`src/rtl/ccmd_pkg.sv`:
```
package ccmd_pkg;
    localparam int IDX_W      = 6;
    localparam int CMD_W      = 11;
    localparam int BIT_RESP   = 6;
    localparam int BIT_LONG   = 7;
    localparam int BIT_IRQ    = 8;
    localparam int BIT_PEND   = 9;
    localparam int BIT_EN     = 10;
    localparam int STAT_W     = 8;
    localparam int ST_TIMEOUT = 2;
    localparam int ST_RESPOK  = 6;
    localparam int ST_SENT    = 7;

    typedef enum logic [1:0] {
        S_IDLE  = 2'd0,
        S_WAIT  = 2'd1,
        S_CHECK = 2'd2,
        S_DROP  = 2'd3
    } ccmd_state_e;

    typedef enum logic [1:0] {
        OUT_NONE = 2'd0,
        OUT_SENT = 2'd1,
        OUT_RESP = 2'd2,
        OUT_TMO  = 2'd3
    } ccmd_outcome_e;
endpackage

```
`src/rtl/ccmd_ctrl.sv`:
```
module ccmd_ctrl
    import ccmd_pkg::*;
(
    input  logic        clk,
    input  logic        rst_n,
    input  logic        cmd_wr,
    input  logic        wr_en_bit,
    input  logic        wr_pend_bit,
    input  logic        card_ack,
    output ccmd_state_e state,
    output logic        load_cmd,
    output logic        load_arg_ok,
    output logic        capture,
    output logic        finish,
    output logic        drop
);
    ccmd_state_e state_q, state_d;

    always_ff @(posedge clk or negedge rst_n) begin
        if (!rst_n) state_q <= S_IDLE;
        else        state_q <= state_d;
    end

    always_comb begin
        state_d     = state_q;
        load_cmd    = 1'b0;
        load_arg_ok = 1'b0;
        capture     = 1'b0;
        finish      = 1'b0;
        drop        = 1'b0;
        unique case (state_q)
            S_IDLE: begin
                load_cmd    = cmd_wr;
                load_arg_ok = 1'b1;
                if (cmd_wr && wr_en_bit)
                    state_d = wr_pend_bit ? S_DROP : S_WAIT;
            end
            S_WAIT: begin
                if (card_ack) begin
                    capture = 1'b1;
                    state_d = S_CHECK;
                end
            end
            S_CHECK: begin
                finish  = 1'b1;
                state_d = S_IDLE;
            end
            S_DROP: begin
                drop    = 1'b1;
                state_d = S_IDLE;
            end
        endcase
    end

    assign state = state_q;
endmodule

```
`src/rtl/ccmd_resp_pack.sv`:
```
module ccmd_resp_pack
    import ccmd_pkg::*;
#(
    parameter int WORD_W = 32,
    parameter int NWORDS = 4,
    parameter int LEN_W  = 5
) (
    input  logic                       want_resp,
    input  logic                       want_long,
    input  logic                       err,
    input  logic [LEN_W-1:0]           len,
    input  logic [NWORDS*WORD_W-1:0]   bytes_in,
    output ccmd_outcome_e              outcome,
    output logic [NWORDS*WORD_W-1:0]   words_out
);
    localparam int BPW       = WORD_W / 8;
    localparam int SHORT_LEN = BPW;
    localparam int LONG_LEN  = NWORDS * BPW;

    logic short_len, long_len, len_bad;

    assign short_len = (len == LEN_W'(SHORT_LEN));
    assign long_len  = (len == LEN_W'(LONG_LEN));
    assign len_bad   = (len == '0) || (short_len && want_long) || !(short_len || long_len);

    always_comb begin
        if (err)                 outcome = OUT_TMO;
        else if (!want_resp)     outcome = OUT_SENT;
        else if (len_bad)        outcome = OUT_TMO;
        else                     outcome = OUT_RESP;
    end

    for (genvar w = 0; w < NWORDS; w++) begin : g_word
        logic [WORD_W-1:0] full;
        for (genvar b = 0; b < BPW; b++) begin : g_byte
            assign full[WORD_W-1-8*b -: 8] = bytes_in[8*(w*BPW+b) +: 8];
        end
        if (w == 0) begin : g_first
            assign words_out[w*WORD_W +: WORD_W] = full;
        end else if (w == NWORDS-1) begin : g_last
            assign words_out[w*WORD_W +: WORD_W] = short_len ? '0 : {full[WORD_W-1:1], 1'b0};
        end else begin : g_mid
            assign words_out[w*WORD_W +: WORD_W] = short_len ? '0 : full;
        end
    end
endmodule

```
`src/rtl/ccmd_flags.sv`:
```
module ccmd_flags
    import ccmd_pkg::*;
(
    input  logic              clk,
    input  logic              rst_n,
    input  logic              finish,
    input  ccmd_outcome_e     outcome,
    input  logic [STAT_W-1:0] clr,
    output logic [STAT_W-1:0] flags
);
    logic [STAT_W-1:0] set_vec;

    always_comb begin
        set_vec = '0;
        if (finish) begin
            unique case (outcome)
                OUT_SENT: set_vec[ST_SENT]    = 1'b1;
                OUT_RESP: set_vec[ST_RESPOK]  = 1'b1;
                OUT_TMO:  set_vec[ST_TIMEOUT] = 1'b1;
                OUT_NONE: set_vec             = '0;
            endcase
        end
    end

    always_ff @(posedge clk or negedge rst_n) begin
        if (!rst_n) flags <= '0;
        else        flags <= (flags & ~clr) | set_vec;
    end
endmodule

```
`src/rtl/card_cmd_engine.sv`:
```
module card_cmd_engine
    import ccmd_pkg::*;
#(
    parameter int WORD_W = 32,
    parameter int NWORDS = 4,
    parameter int LEN_W  = 5
) (
    input  logic                      clk,
    input  logic                      rst_n,
    input  logic                      cmd_wr,
    input  logic [WORD_W-1:0]         cmd_wdata,
    input  logic                      arg_wr,
    input  logic [WORD_W-1:0]         arg_wdata,
    input  logic [STAT_W-1:0]         status_clr,
    input  logic                      card_ack,
    input  logic                      card_err,
    input  logic [LEN_W-1:0]          card_len,
    input  logic [NWORDS*WORD_W-1:0]  card_resp,
    output logic                      card_req,
    output logic [IDX_W-1:0]          card_index,
    output logic [WORD_W-1:0]         card_arg,
    output logic [CMD_W-1:0]          cmd_reg,
    output logic [NWORDS*WORD_W-1:0]  rsp_words,
    output logic [STAT_W-1:0]         status,
    output logic                      busy,
    output logic                      data_start
);
    localparam int RESP_W = NWORDS * WORD_W;

    ccmd_state_e        state;
    ccmd_outcome_e      outcome;
    logic               load_cmd, load_arg_ok, capture, finish, drop;
    logic [CMD_W-1:0]   cmd_q;
    logic [WORD_W-1:0]  arg_q;
    logic               cap_err;
    logic [LEN_W-1:0]   cap_len;
    logic [RESP_W-1:0]  cap_bytes;
    logic [RESP_W-1:0]  packed_words;
    logic [RESP_W-1:0]  rsp_q;

    ccmd_ctrl u_ctrl (
        .clk         (clk),
        .rst_n       (rst_n),
        .cmd_wr      (cmd_wr),
        .wr_en_bit   (cmd_wdata[BIT_EN]),
        .wr_pend_bit (cmd_wdata[BIT_PEND]),
        .card_ack    (card_ack),
        .state       (state),
        .load_cmd    (load_cmd),
        .load_arg_ok (load_arg_ok),
        .capture     (capture),
        .finish      (finish),
        .drop        (drop)
    );

    always_ff @(posedge clk or negedge rst_n) begin
        if (!rst_n) begin
            cmd_q <= '0;
            arg_q <= '0;
        end else begin
            if (load_cmd)
                cmd_q <= cmd_wdata[CMD_W-1:0];
            else if (finish || drop)
                cmd_q[BIT_EN] <= 1'b0;
            if (arg_wr && load_arg_ok)
                arg_q <= arg_wdata;
        end
    end

    always_ff @(posedge clk or negedge rst_n) begin
        if (!rst_n) begin
            cap_err   <= 1'b0;
            cap_len   <= '0;
            cap_bytes <= '0;
        end else if (capture) begin
            cap_err   <= card_err;
            cap_len   <= card_len;
            cap_bytes <= card_resp;
        end
    end

    ccmd_resp_pack #(.WORD_W(WORD_W), .NWORDS(NWORDS), .LEN_W(LEN_W)) u_pack (
        .want_resp (cmd_q[BIT_RESP]),
        .want_long (cmd_q[BIT_LONG]),
        .err       (cap_err),
        .len       (cap_len),
        .bytes_in  (cap_bytes),
        .outcome   (outcome),
        .words_out (packed_words)
    );

    always_ff @(posedge clk or negedge rst_n) begin
        if (!rst_n)                            rsp_q <= '0;
        else if (finish && outcome == OUT_RESP) rsp_q <= packed_words;
    end

    ccmd_flags u_flags (
        .clk     (clk),
        .rst_n   (rst_n),
        .finish  (finish),
        .outcome (outcome),
        .clr     (status_clr),
        .flags   (status)
    );

    assign card_req   = (state == S_WAIT);
    assign card_index = cmd_q[IDX_W-1:0];
    assign card_arg   = arg_q;
    assign cmd_reg    = cmd_q;
    assign rsp_words  = rsp_q;
    assign busy       = (state != S_IDLE);
    assign data_start = finish;
endmodule

```
`config.mk`:
```
export PLATFORM = sky130hd
export DESIGN_NAME = card_cmd_engine
export DESIGN_NICKNAME = d
export VERILOG_FILES = /design/src/rtl/ccmd_pkg.sv /design/src/rtl/ccmd_ctrl.sv /design/src/rtl/ccmd_resp_pack.sv /design/src/rtl/ccmd_flags.sv /design/src/rtl/card_cmd_engine.sv
export SDC_FILE = /design/constraint.sdc
export NUM_CORES = 1
export LEC_CHECK = 0
export BUFFER_PORTS_ARGS = -buffer_cell sky130_fd_sc_hd__buf_2
export CAP_MARGIN = 15
export CORE_MARGIN = 2
export CORE_UTILIZATION = 26
export DETAILED_ROUTE_END_ITERATION = 8
export REMOVE_ABC_BUFFERS = 1
export SYNTH_ARGS = -nofsm -noshare
export SYNTH_HDL_FRONTEND = slang
export SYNTH_SLANG_ARGS = --single-unit
```
`constraint.sdc`:
```
create_clock -name clk -period 2.8 [get_ports clk]
set_input_delay 0.56 -clock clk [delete_from_list [all_inputs] [get_ports clk]]
set_output_delay 0.56 -clock clk [all_outputs]
set_load 0.02 [all_outputs]
```
==> flow_summary.toml <==
[sta]
skew_ns = 0.0232
maxSlewViolCount = 0
slew_headroom_pct = 56.9
hold_viol = 0
finalCritPeriodShare_pct = 75.6
holdWs_ns = 0.181
setup_viol = 0
max_freq_mhz = 472
fin_setup_tns_ns = 0
fin_crit_ns = 2.12
rsz0062_at_grt = "no"
worst_pin_slew_ns = 0.647

[die]
rows = 77
ios = 399
core-area_sq_mm = 0.0442
fp.dieW_um = 216
die_h_um = 216
design.die.area_sq_mm = 0.0466
start_util_pct = 26.4

[finish]
drive_above_1_share_pct = 59.5
area_growth_pct = 31.9
layout.nets = 1302
multi_input_area_sq_mm = 0.00347
ff_latch_area_sq_mm = 0.00783
fillCellCount = 4387
fin_cells = 1704
finish.utilization_pct = 34.8
fin_area_sq_mm = 0.0154

[placement]
port_buffers = 375
dpl.hpwl_mm = 19.8
dp_cells = 1644
post_dp_cell_area_sq_mm = 0.0143
place.gp.congestion = 0.756

[detailed_routing]
wirelength_mm = 28.9
met3_length_mm = 1.98
drtIter0Drc = 319
vias_per_cell = 4.27
top_layer_used = "met5"
drc = 0
first_pass_iters = 4
wl_met1_mm = 11.9
via_count = 7280
final_antenna_net_count = 0
wl_met2_mm = 14.1
wire_per_inst_um = 17.0

[clocking]
cts-resized-gates = 0
tritoncts = "built"
postCtsHoldBufs = 1
cts.path.max_buffers = 3
clockRootBuffer = "clkbuf_16"
clkTransAtPathRegs_ns = 0.06
htreeDepth = 2
clock_latency_ns = 0.53
cts_buffers = 36
cts_setup_buffers = 0
clock_sinks = 313

[worst_setup_path]
crit_fanout = 59
crit_arrival_ns = 2.58
worstPathRequired_ns = 3.26
cp-start-kind = "flip-flop"
rr_worst_depth = 6
endpoint_kind = "flip-flop"
r2r_slack_ns = 0.68
path_class = "flip-flop to flip-flop"

[synth]
syn_avg_cell_area_sq_um = 16.5
synth_seq_area_share_pct = 67.1
syn_area_sq_mm = 0.0117
yosys_warnings = 0
synth-seq-cells = 313
synth_cell_types = 28
synth_cells = 705

[min_path]
whs_path_depth = 2
min_path_type = "input pin to flip-flop"

[pwr]
p_leak_nw = 7.76
vdd_ir_drop_max_mv = 0.588
power.density_mw_per_mm2 = 1110

[global_route]
grt_max_degree = 72
track_usage_pct = 12.4
grt_pass1_wl_mm = 45.3
grt_pass1_vias = 7779
gr-total-overflow = 0
antenna_found_initial = 4

[status]
outcome = "completed"

[flow_run]
max_cap_violations = 0
==> power by group <==
group	leakage [nW]	internal [mW]	total, mW	switching, mW
logic	3.27	2.49	5.16	2.67
registers	3.95	6.47	7.47	1.00
clock network	0.543	2.68	4.47	1.79
==> layout by cell type (no fill, tap or decap), types with 2 or more instances in the layout <==
cell	synthesis	routed
a21oi_1	3	3
a22o_1	95	95
and2_1	2	2
buf_12	0	11
buf_2	26	374
buf_4	16	13
clkbuf_1	1	9
clkbuf_16	0	37
clkbuf_8	0	7
clkinv_2	0	2
dfrtp_1	313	313
inv_1	6	6
mux2_2	182	182
mux2_4	24	24
nand2_1	3	2
nand2b_1	2	2
nor2b_1	6	6
o211ai_1	2	2
o21ai_0	3	3
==> synth_stat cells (all sizes together) <==
| library cell | number | area, sq um |
|---|---|---|
| conb | 1 | 3.75 |
| dfrtp | 313 | 7830 |
| clkbuf | 1 | 3.75 |
| a21oi | 3 | 15.0 |
| nand2 | 3 | 11.3 |
| or2 | 1 | 6.26 |
| nor3b | 1 | 12.5 |
| a22oi | 1 | 7.51 |
| a22o | 95 | 832 |
| nor2b | 6 | 37.5 |
| o211ai | 2 | 15.0 |
| nor2 | 2 | 10.0 |
| and2 | 2 | 12.5 |
| o21ai | 3 | 15.0 |
| buf | 51 | 352 |
| and3 | 1 | 6.26 |
| nand2b | 3 | 26.3 |
| mux2 | 207 | 2420 |
| inv | 6 | 22.5 |
| nor3 | 1 | 10.0 |
| o22ai | 1 | 6.26 |
| o32ai | 1 | 8.76 |
==> worst paths after layout <==
path / startpoint / to
setup / recovery: cap_len[1] / rsp_words[84]
hold / removal: status_clr[3] / u_flags.flags[3]
setup reg to reg: cap_len[1] / rsp_words[84]
hold reg to reg: cap_bytes[37] / rsp_words[61]
max in group asynchronous: rst_n / card_arg[12]
min in group asynchronous: rst_n / rsp_words[6]
==> cell type report <==
cell class	count	share of cell area [%]
Sequential cell	313	50.9
Tap cell	592	4.81
Clock buffer	53	6.86
Multi-Input combinational cell	334	22.5
Antenna cell	1	0.0163
Clock inverter	5	0.366
Timing Repair Buffer	400	14.4
Inverter	6	0.146
==> critical path, stage by stage (launching register included) <==
cell      delay [ns]
dfrtp_1         0.39
nor3_2          0.25
nand2b_1        0.10
o211ai_1        0.41
buf_12          0.37
buf_4           0.28
a22o_1          0.18
==> cell families (layout without fill, tap and decap cells) <==
kind of cell | after synthesis | count (layout) | synth area share [%]
muxes | 207 | 207 | 20.8
AOI/OAI and AO/OA | 106 | 106 | 7.71
other | 1 | 2 | 0.0321
DFF | 313 | 313 | 67.1
and+or+nand+nor | 20 | 20 | 1.14
buffers and inverters | 58 | 464 | 3.24
==> through the flow <==
step                power (mW)  setup slack, ns
floorplan                 10.8            -4.29
global placement          12.6            0.739
detailed placement        12.8            0.692
CTS                       17.4            0.658
global route              18.1            0.555
finish                    17.1            0.683
==> routing by layer <==
layer / vias up / track usage, %
li1: 3301 / -
met1: 3677 / 15.0
met2: 238 / 20.6
met3: 60 / 3.37
met4: 4 / 5.98
met5: - / 0
(Power assumes the default switching activity.)
